===== src/rtl/pgm_pkg.sv =====
package pgm_pkg;
  localparam int CMD_W     = 4;
  localparam int OPND_W    = 16;
  localparam int XFER_BITS = CMD_W + OPND_W;
  localparam int ADDR_W    = 22;
  localparam int BYTE_W    = 8;
  localparam int LOAD_STEPS = 6;

  localparam logic [CMD_W-1:0] CMD_CORE    = 4'b0000;
  localparam logic [CMD_W-1:0] CMD_TRD_INC = 4'b1001;

  localparam logic [7:0] OP_LIT_TO_W = 8'h0E;
  localparam logic [7:0] OP_W_TO_REG = 8'h6E;
  localparam logic [7:0] REG_PTR_HI  = 8'hF8;
  localparam logic [7:0] REG_PTR_MID = 8'hF7;
  localparam logic [7:0] REG_PTR_LO  = 8'hF6;

  typedef enum logic [1:0] {PH_IDLE, PH_HIGH, PH_LOW, PH_TURN} phase_t;
  typedef enum logic [1:0] {SQ_IDLE, SQ_LOAD, SQ_READ} seq_t;
endpackage


===== src/rtl/pgm_ptr_words.sv =====
module pgm_ptr_words
  import pgm_pkg::*;
(
  input  logic [2:0]          step,
  input  logic [ADDR_W-1:0]   addr,
  output logic [OPND_W-1:0]   word
);
  // Literal-then-store pairs walk the pointer from upper to lower byte.
  always_comb begin
    unique case (step)
      3'd0:    word = {OP_LIT_TO_W, 2'b00, addr[21:16]};
      3'd1:    word = {OP_W_TO_REG, REG_PTR_HI};
      3'd2:    word = {OP_LIT_TO_W, addr[15:8]};
      3'd3:    word = {OP_W_TO_REG, REG_PTR_MID};
      3'd4:    word = {OP_LIT_TO_W, addr[7:0]};
      default: word = {OP_W_TO_REG, REG_PTR_LO};
    endcase
  end
endmodule


===== src/rtl/pgm_xfer_engine.sv =====
module pgm_xfer_engine
  import pgm_pkg::*;
#(
  parameter int HALF_CLKS = 2,
  parameter int TURN_CLKS = 5
) (
  input  logic                clk,
  input  logic                rst,
  input  logic                go,
  input  logic [CMD_W-1:0]    go_cmd,
  input  logic [OPND_W-1:0]   go_opnd,
  input  logic                go_read,
  output logic                busy,
  output logic                done,
  output logic [BYTE_W-1:0]   rd_byte,
  output logic                pclk_o,
  output logic                pdat_o,
  output logic                pdat_oe,
  input  logic                pdat_i
);
  localparam int TMR_MAX = (HALF_CLKS > TURN_CLKS) ? HALF_CLKS : TURN_CLKS;
  localparam int TMR_W   = $clog2(TMR_MAX + 1);
  localparam int BIT_W   = $clog2(XFER_BITS);
  localparam logic [TMR_W-1:0] HALF_LD  = TMR_W'(HALF_CLKS - 1);
  localparam logic [TMR_W-1:0] TURN_LD  = TMR_W'(TURN_CLKS - 1);
  localparam logic [BIT_W-1:0] LAST_BIT = BIT_W'(XFER_BITS - 1);
  localparam logic [BIT_W-1:0] LAST_OUT = BIT_W'(CMD_W + BYTE_W - 1);

  phase_t                 ph;
  logic [TMR_W-1:0]       tmr;
  logic [BIT_W-1:0]       bit_idx;
  logic [XFER_BITS-1:0]   sh;
  logic                   rd_mode;
  logic [BYTE_W-1:0]      cap;

  assign busy = (ph != PH_IDLE);

  always_ff @(posedge clk) begin
    done <= 1'b0;
    if (rst) begin
      ph      <= PH_IDLE;
      tmr     <= '0;
      bit_idx <= '0;
      sh      <= '0;
      rd_mode <= 1'b0;
      cap     <= '0;
      rd_byte <= '0;
      pclk_o  <= 1'b0;
      pdat_o  <= 1'b0;
      pdat_oe <= 1'b0;
    end else begin
      unique case (ph)
        PH_IDLE: begin
          if (go) begin
            sh      <= {go_opnd, go_cmd};
            pdat_o  <= go_cmd[0];
            pdat_oe <= 1'b1;
            pclk_o  <= 1'b1;
            bit_idx <= '0;
            rd_mode <= go_read;
            tmr     <= HALF_LD;
            ph      <= PH_HIGH;
          end
        end
        PH_HIGH: begin
          if (tmr == '0) begin
            pclk_o <= 1'b0;
            if (rd_mode && (bit_idx > LAST_OUT))
              cap <= {pdat_i, cap[BYTE_W-1:1]};
            if (rd_mode && (bit_idx == LAST_OUT)) begin
              pdat_oe <= 1'b0;
              tmr     <= TURN_LD;
              ph      <= PH_TURN;
            end else begin
              tmr <= HALF_LD;
              ph  <= PH_LOW;
            end
          end else begin
            tmr <= tmr - 1'b1;
          end
        end
        default: begin
          if (tmr == '0) begin
            if (bit_idx == LAST_BIT) begin
              ph   <= PH_IDLE;
              done <= 1'b1;
              if (rd_mode) rd_byte <= cap;
            end else begin
              bit_idx <= bit_idx + 1'b1;
              sh      <= sh >> 1;
              pdat_o  <= sh[1];
              pclk_o  <= 1'b1;
              tmr     <= HALF_LD;
              ph      <= PH_HIGH;
            end
          end else begin
            tmr <= tmr - 1'b1;
          end
        end
      endcase
    end
  end
endmodule


===== src/rtl/pgm_out_slot.sv =====
module pgm_out_slot #(
  parameter int W = 8
) (
  input  logic          clk,
  input  logic          rst,
  input  logic          load,
  input  logic [W-1:0]  load_data,
  input  logic          load_last,
  output logic          out_valid,
  input  logic          out_ready,
  output logic [W-1:0]  out_data,
  output logic          out_last
);
  always_ff @(posedge clk) begin
    if (rst) begin
      out_valid <= 1'b0;
      out_data  <= '0;
      out_last  <= 1'b0;
    end else if (load) begin
      out_valid <= 1'b1;
      out_data  <= load_data;
      out_last  <= load_last;
    end else if (out_valid && out_ready) begin
      out_valid <= 1'b0;
    end
  end
endmodule


===== src/rtl/pgm_read_seq.sv =====
module pgm_read_seq
  import pgm_pkg::*;
#(
  parameter int HALF_CLKS = 2,
  parameter int TURN_CLKS = 5,
  parameter int CNT_W     = 16
) (
  input  logic                clk,
  input  logic                rst,
  input  logic                start_valid,
  output logic                start_ready,
  input  logic [21:0]         start_addr,
  input  logic [CNT_W-1:0]    start_count,
  output logic                out_valid,
  input  logic                out_ready,
  output logic [7:0]          out_data,
  output logic                out_last,
  output logic                pclk_o,
  output logic                pdat_o,
  output logic                pdat_oe,
  input  logic                pdat_i
);
  localparam logic [2:0]       LAST_STEP = 3'(LOAD_STEPS - 1);
  localparam logic [CNT_W-1:0] ONE_LEFT  = CNT_W'(1);

  seq_t               st;
  logic [2:0]         step;
  logic [ADDR_W-1:0]  addr_q;
  logic [CNT_W-1:0]   left;
  logic               waiting;
  logic               go;
  logic               eng_busy;
  logic               eng_done;
  logic [BYTE_W-1:0]  eng_byte;
  logic [OPND_W-1:0]  ptr_word;
  logic [CMD_W-1:0]   go_cmd;
  logic [OPND_W-1:0]  go_opnd;
  logic               go_read;
  logic               slot_load;

  assign start_ready = (st == SQ_IDLE);
  assign go = !waiting && !eng_busy &&
              ((st == SQ_LOAD) ||
               ((st == SQ_READ) && (left != '0) && !out_valid));
  assign go_read   = (st == SQ_READ);
  assign go_cmd    = go_read ? CMD_TRD_INC : CMD_CORE;
  assign go_opnd   = go_read ? '0 : ptr_word;
  assign slot_load = eng_done && (st == SQ_READ);

  always_ff @(posedge clk) begin
    if (rst) begin
      st      <= SQ_IDLE;
      step    <= '0;
      addr_q  <= '0;
      left    <= '0;
      waiting <= 1'b0;
    end else begin
      if (go) waiting <= 1'b1;
      else if (eng_done) waiting <= 1'b0;
      unique case (st)
        SQ_IDLE: begin
          if (start_valid && (start_count != '0)) begin
            addr_q <= start_addr;
            left   <= start_count;
            step   <= '0;
            st     <= SQ_LOAD;
          end
        end
        SQ_LOAD: begin
          if (eng_done) begin
            step <= step + 1'b1;
            if (step == LAST_STEP) st <= SQ_READ;
          end
        end
        default: begin
          if (eng_done) left <= left - 1'b1;
          else if ((left == '0) && !out_valid && !waiting) st <= SQ_IDLE;
        end
      endcase
    end
  end

  pgm_ptr_words u_words (
    .step (step),
    .addr (addr_q),
    .word (ptr_word)
  );

  pgm_xfer_engine #(
    .HALF_CLKS (HALF_CLKS),
    .TURN_CLKS (TURN_CLKS)
  ) u_eng (
    .clk     (clk),
    .rst     (rst),
    .go      (go),
    .go_cmd  (go_cmd),
    .go_opnd (go_opnd),
    .go_read (go_read),
    .busy    (eng_busy),
    .done    (eng_done),
    .rd_byte (eng_byte),
    .pclk_o  (pclk_o),
    .pdat_o  (pdat_o),
    .pdat_oe (pdat_oe),
    .pdat_i  (pdat_i)
  );

  pgm_out_slot #(.W(BYTE_W)) u_slot (
    .clk       (clk),
    .rst       (rst),
    .load      (slot_load),
    .load_data (eng_byte),
    .load_last (left == ONE_LEFT),
    .out_valid (out_valid),
    .out_ready (out_ready),
    .out_data  (out_data),
    .out_last  (out_last)
  );
endmodule


===== config.mk =====
export PLATFORM = sky130hd
export DESIGN_NAME = pgm_read_seq
export DESIGN_NICKNAME = d
export VERILOG_FILES = /design/src/rtl/pgm_pkg.sv /design/src/rtl/pgm_ptr_words.sv /design/src/rtl/pgm_xfer_engine.sv /design/src/rtl/pgm_out_slot.sv /design/src/rtl/pgm_read_seq.sv
export SDC_FILE = /design/constraint.sdc
export NUM_CORES = 1
export LEC_CHECK = 0
export ABC_AREA = 1
export BUFFER_PORTS_ARGS = -buffer_cell sky130_fd_sc_hd__buf_2
export CAP_MARGIN = 10
export CORE_MARGIN = 2
export CORE_UTILIZATION = 55
export CTS_BUF_LIST = sky130_fd_sc_hd__clkbuf_8
export DETAILED_ROUTE_END_ITERATION = 7
export MAX_ROUTING_LAYER = met4
export PLACE_DENSITY_LB_ADDON = 0.1
export SLEW_MARGIN = 25
export SYNTH_ARGS = -nofsm -noshare
export SYNTH_HDL_FRONTEND = slang
export SYNTH_SLANG_ARGS = --single-unit

===== constraint.sdc =====
create_clock -name clk -period 1.6 [get_ports clk]
set_clock_uncertainty 0.15 [all_clocks]
set_input_delay 0.16 -clock clk [delete_from_list [all_inputs] [get_ports clk]]
set_output_delay 0.16 -clock clk [all_outputs]
set_load 0.02 [all_outputs]

==> run metrics, run 1 <==
status=complete, but fails checks; failing checks=setup timing; area grow syn2layout=41.2%; worst setup margin=-163 ps; clk slew on worst S/H paths=110 ps; final setup vio count=40; GRT Overall Usage=0.278; Final Hold Viols=0; Max Cap Violations=0; RSZ-0062 raised after global routing=yes; first-pass GRT wire length=~22 mm; global placement routability congestion=0.871; initial antenna violation count=0; main combinational cell family by area after synthesis=simple AND/OR/NAND/NOR gates; Slew headroom=0.790; pin count of the biggest net entering global routing=85; kind of critical path=flip-flop to flip-flop; # port buffers=56; FF-to-FF setup slack=-160 ps; clock insertion delay at the later pin of the skew report=370 ps; dpl hpwl=8.42 mm; EDFF count, synth=0; Syn Nets=between 800 and 900; Ant. Diodes=0; worst flop-to-flop path startpoint=left[0]$_SDFFE_PP0P_; final hold slack=~3.7 ps; layout cell share with drive strength beyond 1=0.336; post-synthesis mux area share=0; sequential element share of the synthesized area=0.407; vias per std cell=5.30; worst hold start=start_count[4]; area post-placement=6040 µm²; Die Height=100 µm; Die W=100 µm; Yosys cell types=35; Final Max Slew Viols=0; Design Area, Final=7150 µm²; root buf cell=clkbuf_8; fin cells=1025; power per cell area=1700 nW/µm²; I/O Pins=57; worst hold path type=primary input to flip-flop; Rows=35; mapped cell area=5060 µm²; FFs w/ async S/R, synth=0; placed cells=974; fin crit period=1760 ps; fill count=600; average cell area after synthesis=6.72 µm²; DR DRC count=0; vias in the first global route=about 5100; CTS max path bufs=2; Main synth FF type=dfxtp_1; htree depth=3; full die area=~10000 µm²; CORE AREA=9060 µm²; Sink Count=~100; total gr overflow=0; Static Leakage=0.00314 µW; final cycle utilization of the critical path=1.10; initial detailed-routing violation count=~210; Adder-Cell Fraction of Synth Area=0.0222; Worst EP required=1730 ps; CTS buffer count=9; router iterations before antenna repair=6; DR vias=5429; Worst Tran Pin Value=315 ps; Avg WL per Cell=13.4 µm; Routed Antenna Nets=0; Critical Path AT=1890 ps; initial core utilization=0.559; Yosys warning count=0; Post-Syn Instances=754; Synth Area in XOR/XNOR=0.0104; Max IR drop VDD=1.08 mV; Max Fclk=567 MHz; CP max FO=4; critical path launch point type=flip-flop; Simple-Gate Fraction of Synth Area=0.270; commonest non-fill, non-tap cell in the layout=nand2_1; worst setup path startpoint=left[0]$_SDFFE_PP0P_; #FFs+latches synth=103; # nets final=961; total power=12200 µW; drt total wl=13.7 mm; post-synthesis compound-gate area fraction=0.192; CTS tree=built; TNS Setup=-2860 ps; CP Capture Type=flip-flop; most frequent cells in the layout=115 x nand2_1, 102 x nor2_1, 89 x dfxtp_1
-- flip-flops by register name, indices dropped and copies added (netlist names), 3 cells and up --
register         count
u_eng.cap            8
u_slot.out_data      8
u_eng.rd_byte        8
u_eng.bit_idx        5
u_eng.sh            19
u_eng.tmr            3
addr_q              22
step                 3
left                16
-- stage by stage --
stage | util | setup slack, ps
3_5_place_dp | 0.667 | -153
4_1_cts | 0.751 | -51.6
3_3_place_gp | 0.667 | -93.4
5_1_grt | 0.789 | -243
6_report | 0.789 | -163
2_1_floorplan | - | 7.62
-- cell usage after synthesis, types with 2 or more instances --
cell type / instances / area share
o21ai_0: 81 / 0.080
clkbuf_1: 18 / 0.013
nor2_1: 114 / 0.085
nand2_1: 133 / 0.099
dfxtp_1: 103 / 0.41
buf_2: 7 / 0.0069
nand2_4: 2 / 0.0044
xor2_1: 5 / 0.0086
inv_1: 79 / 0.059
buf_6: 3 / 0.0067
o22ai_1: 4 / 0.0049
nand2_2: 4 / 0.0049
buf_1: 4 / 0.0030
inv_2: 11 / 0.0082
a21boi_1: 2 / 0.0030
nand4_1: 5 / 0.0062
a21oi_1: 88 / 0.087
nor2_4: 2 / 0.0044
nor2_2: 6 / 0.0074
o21ai_1: 10 / 0.0099
nor3_1: 4 / 0.0040
nand3_1: 48 / 0.047
ha_1: 9 / 0.022
-- critical path, stage by stage (launching register included) --
cell,delay (ps)
dfxtp_2,350
inv_2,50
buf_4,130
buf_6,120
buf_6,110
nand3_4,110
inv_4,60
nand2_4,80
nor2_2,40
o21ai_1,180
o21ai_1,110
nor2_1,130
nor2_1,50
-- metal layers --
layer	part of all wire	track usage
met1	0.43	0.331
met2	0.51	0.480
met3	0.041	0.0425
met4	0.022	0.101
met5	0	-
-- path summary, 6_finish.rpt --
path	to	depth (start not counted)
worst max-delay path	left[7]$_SDFFE_PP0P_	12
worst min-delay path	left[4]$_SDFFE_PP0P_	5
worst max register to register	left[7]$_SDFFE_PP0P_	12
worst min register to register	addr_q[15]$_SDFFE_PP0P_	2
-- cells by family (layout without fill, tap and decap cells) --
group,Yosys count,in the layout
AOI/OAI and AO/OA,190,190
buffers and inverters,123,283
adders and majority gates,9,9
DFF,103,103
xor gates and xnor gates,6,6
and+or+nand+nor,323,323
-- final cells by class --
cell class	instances	area (µm²)	area share
Timing Repair Buffer	177	1380	0.193
Clock inverter	7	78.8	0.0110
Multi-Input combinational cell	528	3010	0.420
Clock buffer	9	124	0.0173
Sequential cell	103	2080	0.291
Tap cell	111	139	0.0194
Inverter	90	343	0.0479
-- where the power goes --
group          switching, µW  internal, µW  leakage (µW)
combinational           4030          3000       0.00219
clock                    961           743     0.0000982
sequential               343          3120      0.000849
-- what timing repair did --
action                     in CTS  in global routing
pin swaps                      29                 45
setup endpoints to repair      46                 65
setup buffers                   3                  5
resized for setup              79                 94
hold endpoints to repair       27                  0
hold buffers                   27                  0
Power figures use the tool's default switching activity.
==> run 2: changes to the inputs <==
Settings changed: ABC_AREA 1 to not set, GPL_TIMING_DRIVEN set to 1.
==> run 2 against run 1 <==
The flow still finishes with violations (setup timing). Synthesized area is 3.7% lower. Fmax is 27% lower. Die area is 3.6% lower.
==> run metrics, run 2 <==
Adder-Cell Fraction of Synth Area=0.0231; fill count=roughly 430; Max Cap Violations=0; CP max FO=6; Yosys warning count=0; status=complete, but fails checks; htree depth=3; full die area=just under 10000 µm²; placed cells=~810; total gr overflow=0; Ant. Diodes=0; Rows=34; dpl hpwl=9.13 mm; commonest non-fill, non-tap cell in the layout=buf_4; Avg WL per Cell=around 21 µm; power per cell area=approximately 1100 nW/µm²; TNS Setup=-41810 ps; Yosys top cell area share=0.423; most frequent cell after synthesis=dfxtp_1; Synth Area in XOR/XNOR=0; average cell area after synthesis=8.41 µm²; Max IR drop VDD=just under 0.8 mV; Design Area, Final=roughly 7600 µm²; Die Height=98.2 µm; Critical Path AT=between 2000 and 3000 ps; CP endpoint=u_eng.sh[5]$_SDFFE_PP0P_; Final Max Slew Viols=0; kind of critical path=flip-flop to flip-flop; EDFF count, synth=0; mapped cell area=4880 µm²; worst flop-to-flop path startpoint=u_eng.tmr[1]$_SDFFE_PP0P_; FFs w/ async S/R, synth=0; root buf cell=clkbuf_8; FF-to-FF setup slack=-800 ps; vias per std cell=around 6.4; # nets final=831; vias in the first global route=5605; CTS max path bufs=2; drt total wl=18.7 mm; worst setup margin=-798 ps; fin cells=around 890; main combinational cell family by area after synthesis=simple AND/OR/NAND/NOR gates; first-pass GRT wire length=27.4 mm; area grow syn2layout=56.5%; pin count of the biggest net entering global routing=80; post-synthesis mux area share=0.0903; initial detailed-routing violation count=525; fin crit period=2400 ps; synth top area cells=dfxtp_1 42%, mux2i_1 9.0%, a21oi_1 5.9%; Worst EP required=1750 ps; synth cell count leaders=103 x dfxtp_1, 60 x nand2_1, 57 x a21oi_1; # port buffers=56; #FFs+latches synth=~100; Max Fclk=around 420 MHz; most frequent cells in the layout=99 x buf_4, 91 x dfxtp_1, 56 x nand2_1; Final Hold Viols=0; router iterations before antenna repair=7; layout cell share with drive strength beyond 1=0.432; global placement routability congestion=0.930; worst hold path type=primary input to flip-flop; I/O Pins=57; Die W=98.2 µm; dominant cell type by area after synthesis=dfxtp_1; initial antenna violation count=0; post-synthesis compound-gate area fraction=0.201; Syn Nets=around 630; Final Util=0.879; Sink Count=103; GRT Overall Usage=0.362; Routed Antenna Nets=0; RSZ-0062 raised after global routing=yes; final cycle utilization of the critical path=1.50; final hold slack=~43 ps; final setup vio count=95; worst r2r path cells=6; CTS buffer count=9; Largest regs=addr_q: 22 flops, u_eng.sh: 19 flops, left: 16 flops; max FFs per register=22; DR vias=5687; worst setup path startpoint=u_eng.tmr[1]$_SDFFE_PP0P_; Static Leakage=0.00325 µW; area post-placement=6120 µm²; Post-Syn Instances=580; clk slew on worst S/H paths=between 100 and 150 ps; Worst Tran Pin Value=591 ps; Simple-Gate Fraction of Synth Area=0.218; CTS tree=built; initial core utilization=0.562; clock insertion delay at the later pin of the skew report=390 ps; DR DRC count=0; worst hold start=start_count[0]; critical path launch point type=flip-flop; Reg with most FFs=addr_q; worst r2r dst=u_eng.sh[5]$_SDFFE_PP0P_; failing checks=setup timing; sequential element share of the synthesized area=0.423; Yosys cell types=53; Slew headroom=0.601; Main synth FF type=dfxtp_1; CORE AREA=roughly 8700 µm²; CP Capture Type=flip-flop
==> run 2: cell types whose count changed after synthesis, moves of 11 or more <==
cell      change
inv_2        -11
inv_1        -72
nand3_1      -19
nor3_1       +12
nand2_1      -73
nor4_1       +12
nor2_1       -65
mux2i_1      +44
clkbuf_1     +17
o21ai_0      -48
a21oi_1      -31
==> run 2: how the worst min path moves through the flow <==
stage	end	slack [ps]	depth (start not counted)
6_report	left[0]$_SDFFE_PP0P_	40	4
5_1_grt	left[0]$_SDFFE_PP0P_	50	4
4_1_cts	left[0]$_SDFFE_PP0P_	20	4
3_5_place_dp	addr_q[7]$_SDFFE_PP0P_	250	3
3_3_place_gp	addr_q[21]$_SDFFE_PP0P_	240	3
2_1_floorplan	u_eng.cap[7]$_SDFFE_PP0P_	150	2
==> run 2: area by class of cell <==
class,count,area (µm²),share of cell area
Clock buffer,9,124,0.0162
Clock inverter,7,93.8,0.0123
Inverter,8,37.5,0.00492
Multi-Input combinational cell,426,3190,0.418
Sequential cell,103,2080,0.273
Tap cell,108,135,0.0177
Timing Repair Buffer,231,1970,0.259
==> run 2: power by group <==
part | total, µW | switching [µW] | leakage [µW] | internal, µW
Sequential | 3030 | 188 | 0.000844 | 2840
Clock | 1780 | 1130 | 0.000108 | 649
Combinational | 3880 | 2050 | 0.00230 | 1820
==> run 2: metal layers <==
metal	share of wire	wire length, µm	global-route usage	vias up
met4	0.047	877	0.173	0
li1	-	-	-	2524
met2	0.50	9270	0.611	342
met3	0.072	1350	0.0637	95
met5	0	0	-	-
met1	0.38	7200	0.419	2726
==> run 2: kinds of logic (layout without fill, tap and decap cells) <==
logic type      count (synthesis)  count (layout)
mux                            44              44
buf+inv                        53             255
fa+ha+maj                       9               9
flops                         103             103
compound gates                155             155
simple gates                  216             218
==> run 2: repair_timing <==
action / in CTS / in global routing
cloned: 6 / 2
hold buffers: 29 / 0
resized for setup: 97 / 70
setup endpoints to repair: 94 / 104
pin swaps: 38 / 38
hold endpoints to repair: 29 / 0
buffers inserted: 18 / 13
==> run 2: worst max-delay path, stage by stage, from the launching register on <==
cell and delay, ps:
dfxtp_2 340, or3_4 390, o211a_4 260, a221o_2 440
buf_6 170, or4_1 420, o21ai_1 150
==> run 2: through the flow <==
step	power, µW	setup WS [ps]
4_1_cts	7840	-643
2_1_floorplan	4670	-592
3_5_place_dp	5520	-663
5_1_grt	8970	-811
6_report	8680	-798
3_3_place_gp	5440	-630
==> run 3: changes to the inputs <==
Settings changed: REMOVE_ABC_BUFFERS set to 1, SKIP_CTS_REPAIR_TIMING set to 1.
==> run 3 against run 2 <==
Combinational power decreased by 5.2%. Via count shrank 6.5%. Count of clock-buffer cells in the layout unchanged. The flow finishes with violations (hold timing, setup timing). Sequential cell count is the same. Core utilization shrank 3.5 points. Critical path depth up 1. Sequential power hardly changed. Non-clock buffer count is 4 lower. Cell count fell by 0.67%. Die area unchanged.
==> run metrics, run 3 (synthesis results as in run 2) <==
Routed Antenna Nets=0; CTS max path bufs=2; most frequent cells in the layout=116 x buf_4, 94 x dfxtp_1, 57 x nand2_1; dpl hpwl=9.13 mm; first-pass GRT wire length=21.5 mm; CP Capture Type=flip-flop; area grow syn2layout=50.3%; CORE AREA=8680 µm²; Reg with most FFs=addr_q; clock insertion delay at the later pin of the skew report=370 ps; status=complete, but fails checks; fin crit period=2360 ps; Pint=5700 µW; I/O Pins=57; Die W=~100 µm; placed cells=just over 800; initial core utilization=0.562; worst hold path type=primary input to flip-flop; failing checks=hold timing, setup timing; Max IR drop VDD=1.06 mV; final hold slack=-12.8 ps; total gr overflow=0; global placement routability congestion=0.884; max FFs per register=22; CP max FO=3; Sw Share=0.346; met3 Use GR=0.0401; CTS tree=built; TNS Setup=-36470 ps; final cycle utilization of the critical path=1.47; layout cell share with drive strength beyond 1=0.404; Rows=34; Static Leakage=0.00317 µW; Critical Path AT=2500 ps; # nets final=825; # port buffers=56; critical path launch point type=flip-flop; power per cell area=about 1200 nW/µm²; worst setup margin=-757 ps; RSZ-0062 raised after global routing=yes; met1 usage=0.351; clk slew on worst S/H paths=about 100 ps; Worst Tran Pin Value=573 ps; Max Fclk=424 MHz; Psw=3010 µW; sequential share of power=0.346; vias per std cell=6.00; router iterations before antenna repair=6; fin cells=886; Die Height=98.2 µm; Worst EP required=1740 ps; met2 GRT Util=0.456; kind of critical path=flip-flop to flip-flop; drt total wl=15.8 mm; initial detailed-routing violation count=323; vias in the first global route=4798; final setup vio count=94; fill count=roughly 470; root buf cell=clkbuf_8; clock network power share=0.231; commonest non-fill, non-tap cell in the layout=buf_4; Final Util=0.844; Final Hold Viols=2; CTS buffer count=9; Slew headroom=0.615; DR vias=5319; Avg WL per Cell=roughly 18 µm; Comb pwr share=0.423; Ant. Diodes=0; pin count of the biggest net entering global routing=37; full die area=9630 µm²; Max Cap Violations=0; htree depth=3; initial antenna violation count=0; dpl ws=-742 ps; Sink Count=103; GR peak layer=met2; GRT Overall Usage=0.272; Final Max Slew Viols=0; DR DRC count=0; Largest regs=addr_q: 22 flops, u_eng.sh: 19 flops, left: 16 flops
-- run 3: cell types whose count changed in the layout (fill, tap and decap cells not counted), sizes merged, moves of 2 or more --
cell and delta:
bufinv +3, clkinv -2, dlygate4sd3 -5, inv -2
-- run 3: power by group through the flow --
stage | Sequential (µW) | Clock [µW] | Combinational, µW
after floorplan | 3070 | 0 | 1290
after global placement | 3030 | 0 | 2470
after detailed placement | 3030 | 0 | 2560
after CTS | 2980 | 2010 | 2570
after global routing | 3030 | 2110 | 3920
final | 3020 | 2010 | 3680
-- run 3: routing by layer --
metal  part of all wire  vias up
met1               0.41     2501
met5                  0        -
met2               0.51      261
li1                   -     2503
met3              0.055       54
met4              0.032        0
-- run 3: cell type report --
| class | instances | area (µm²) | area share |
|---|---|---|---|
| tap | 108 | 135 | 0.0184 |
| multi-input combinational | 424 | 3020 | 0.412 |
| clock buffer | 9 | 124 | 0.0169 |
| clock inverter | 7 | 126 | 0.0172 |
| sequential | 103 | 2080 | 0.284 |
| timing repair buffer | 227 | 1810 | 0.247 |
| inverter | 8 | 35.0 | 0.00478 |
-- run 3: path summary, 6_finish.rpt --
path	start	endpoint	cells after the start	slack, ps
max reg2reg	step[0]$_SDFFE_PP0P_	u_eng.sh[5]$_SDFFE_PP0P_	7	-760
max	step[0]$_SDFFE_PP0P_	u_eng.sh[5]$_SDFFE_PP0P_	7	-760
min	start_count[11]	left[11]$_SDFFE_PP0P_	4	-10
min reg2reg	u_slot.out_data[0]$_SDFFE_PP0P_	u_slot.out_data[0]$_SDFFE_PP0P_	2	310
-- run 3: metrics by stage --
| stage | power, µW | hold WS, ps | area (µm²) |
|---|---|---|---|
| 4_1_cts | 7550 | -132 | 6340 |
| 5_1_grt | 9070 | 17.4 | 7330 |
| 2_1_floorplan | 4350 | 79.1 | 4690 |
| 3_3_place_gp | 5500 | 241 | 6090 |
| 6_report | 8710 | -12.8 | 7330 |
| 3_5_place_dp | 5590 | 247 | 6090 |
-- run 3: critical path, cell delays in order, from the launching register on --
cell	delay [ps]
dfxtp_1	390
inv_1	110
ha_1	240
nor4_1	550
or3_1	230
nor3_1	70
or4_4	480
o21ai_2	80
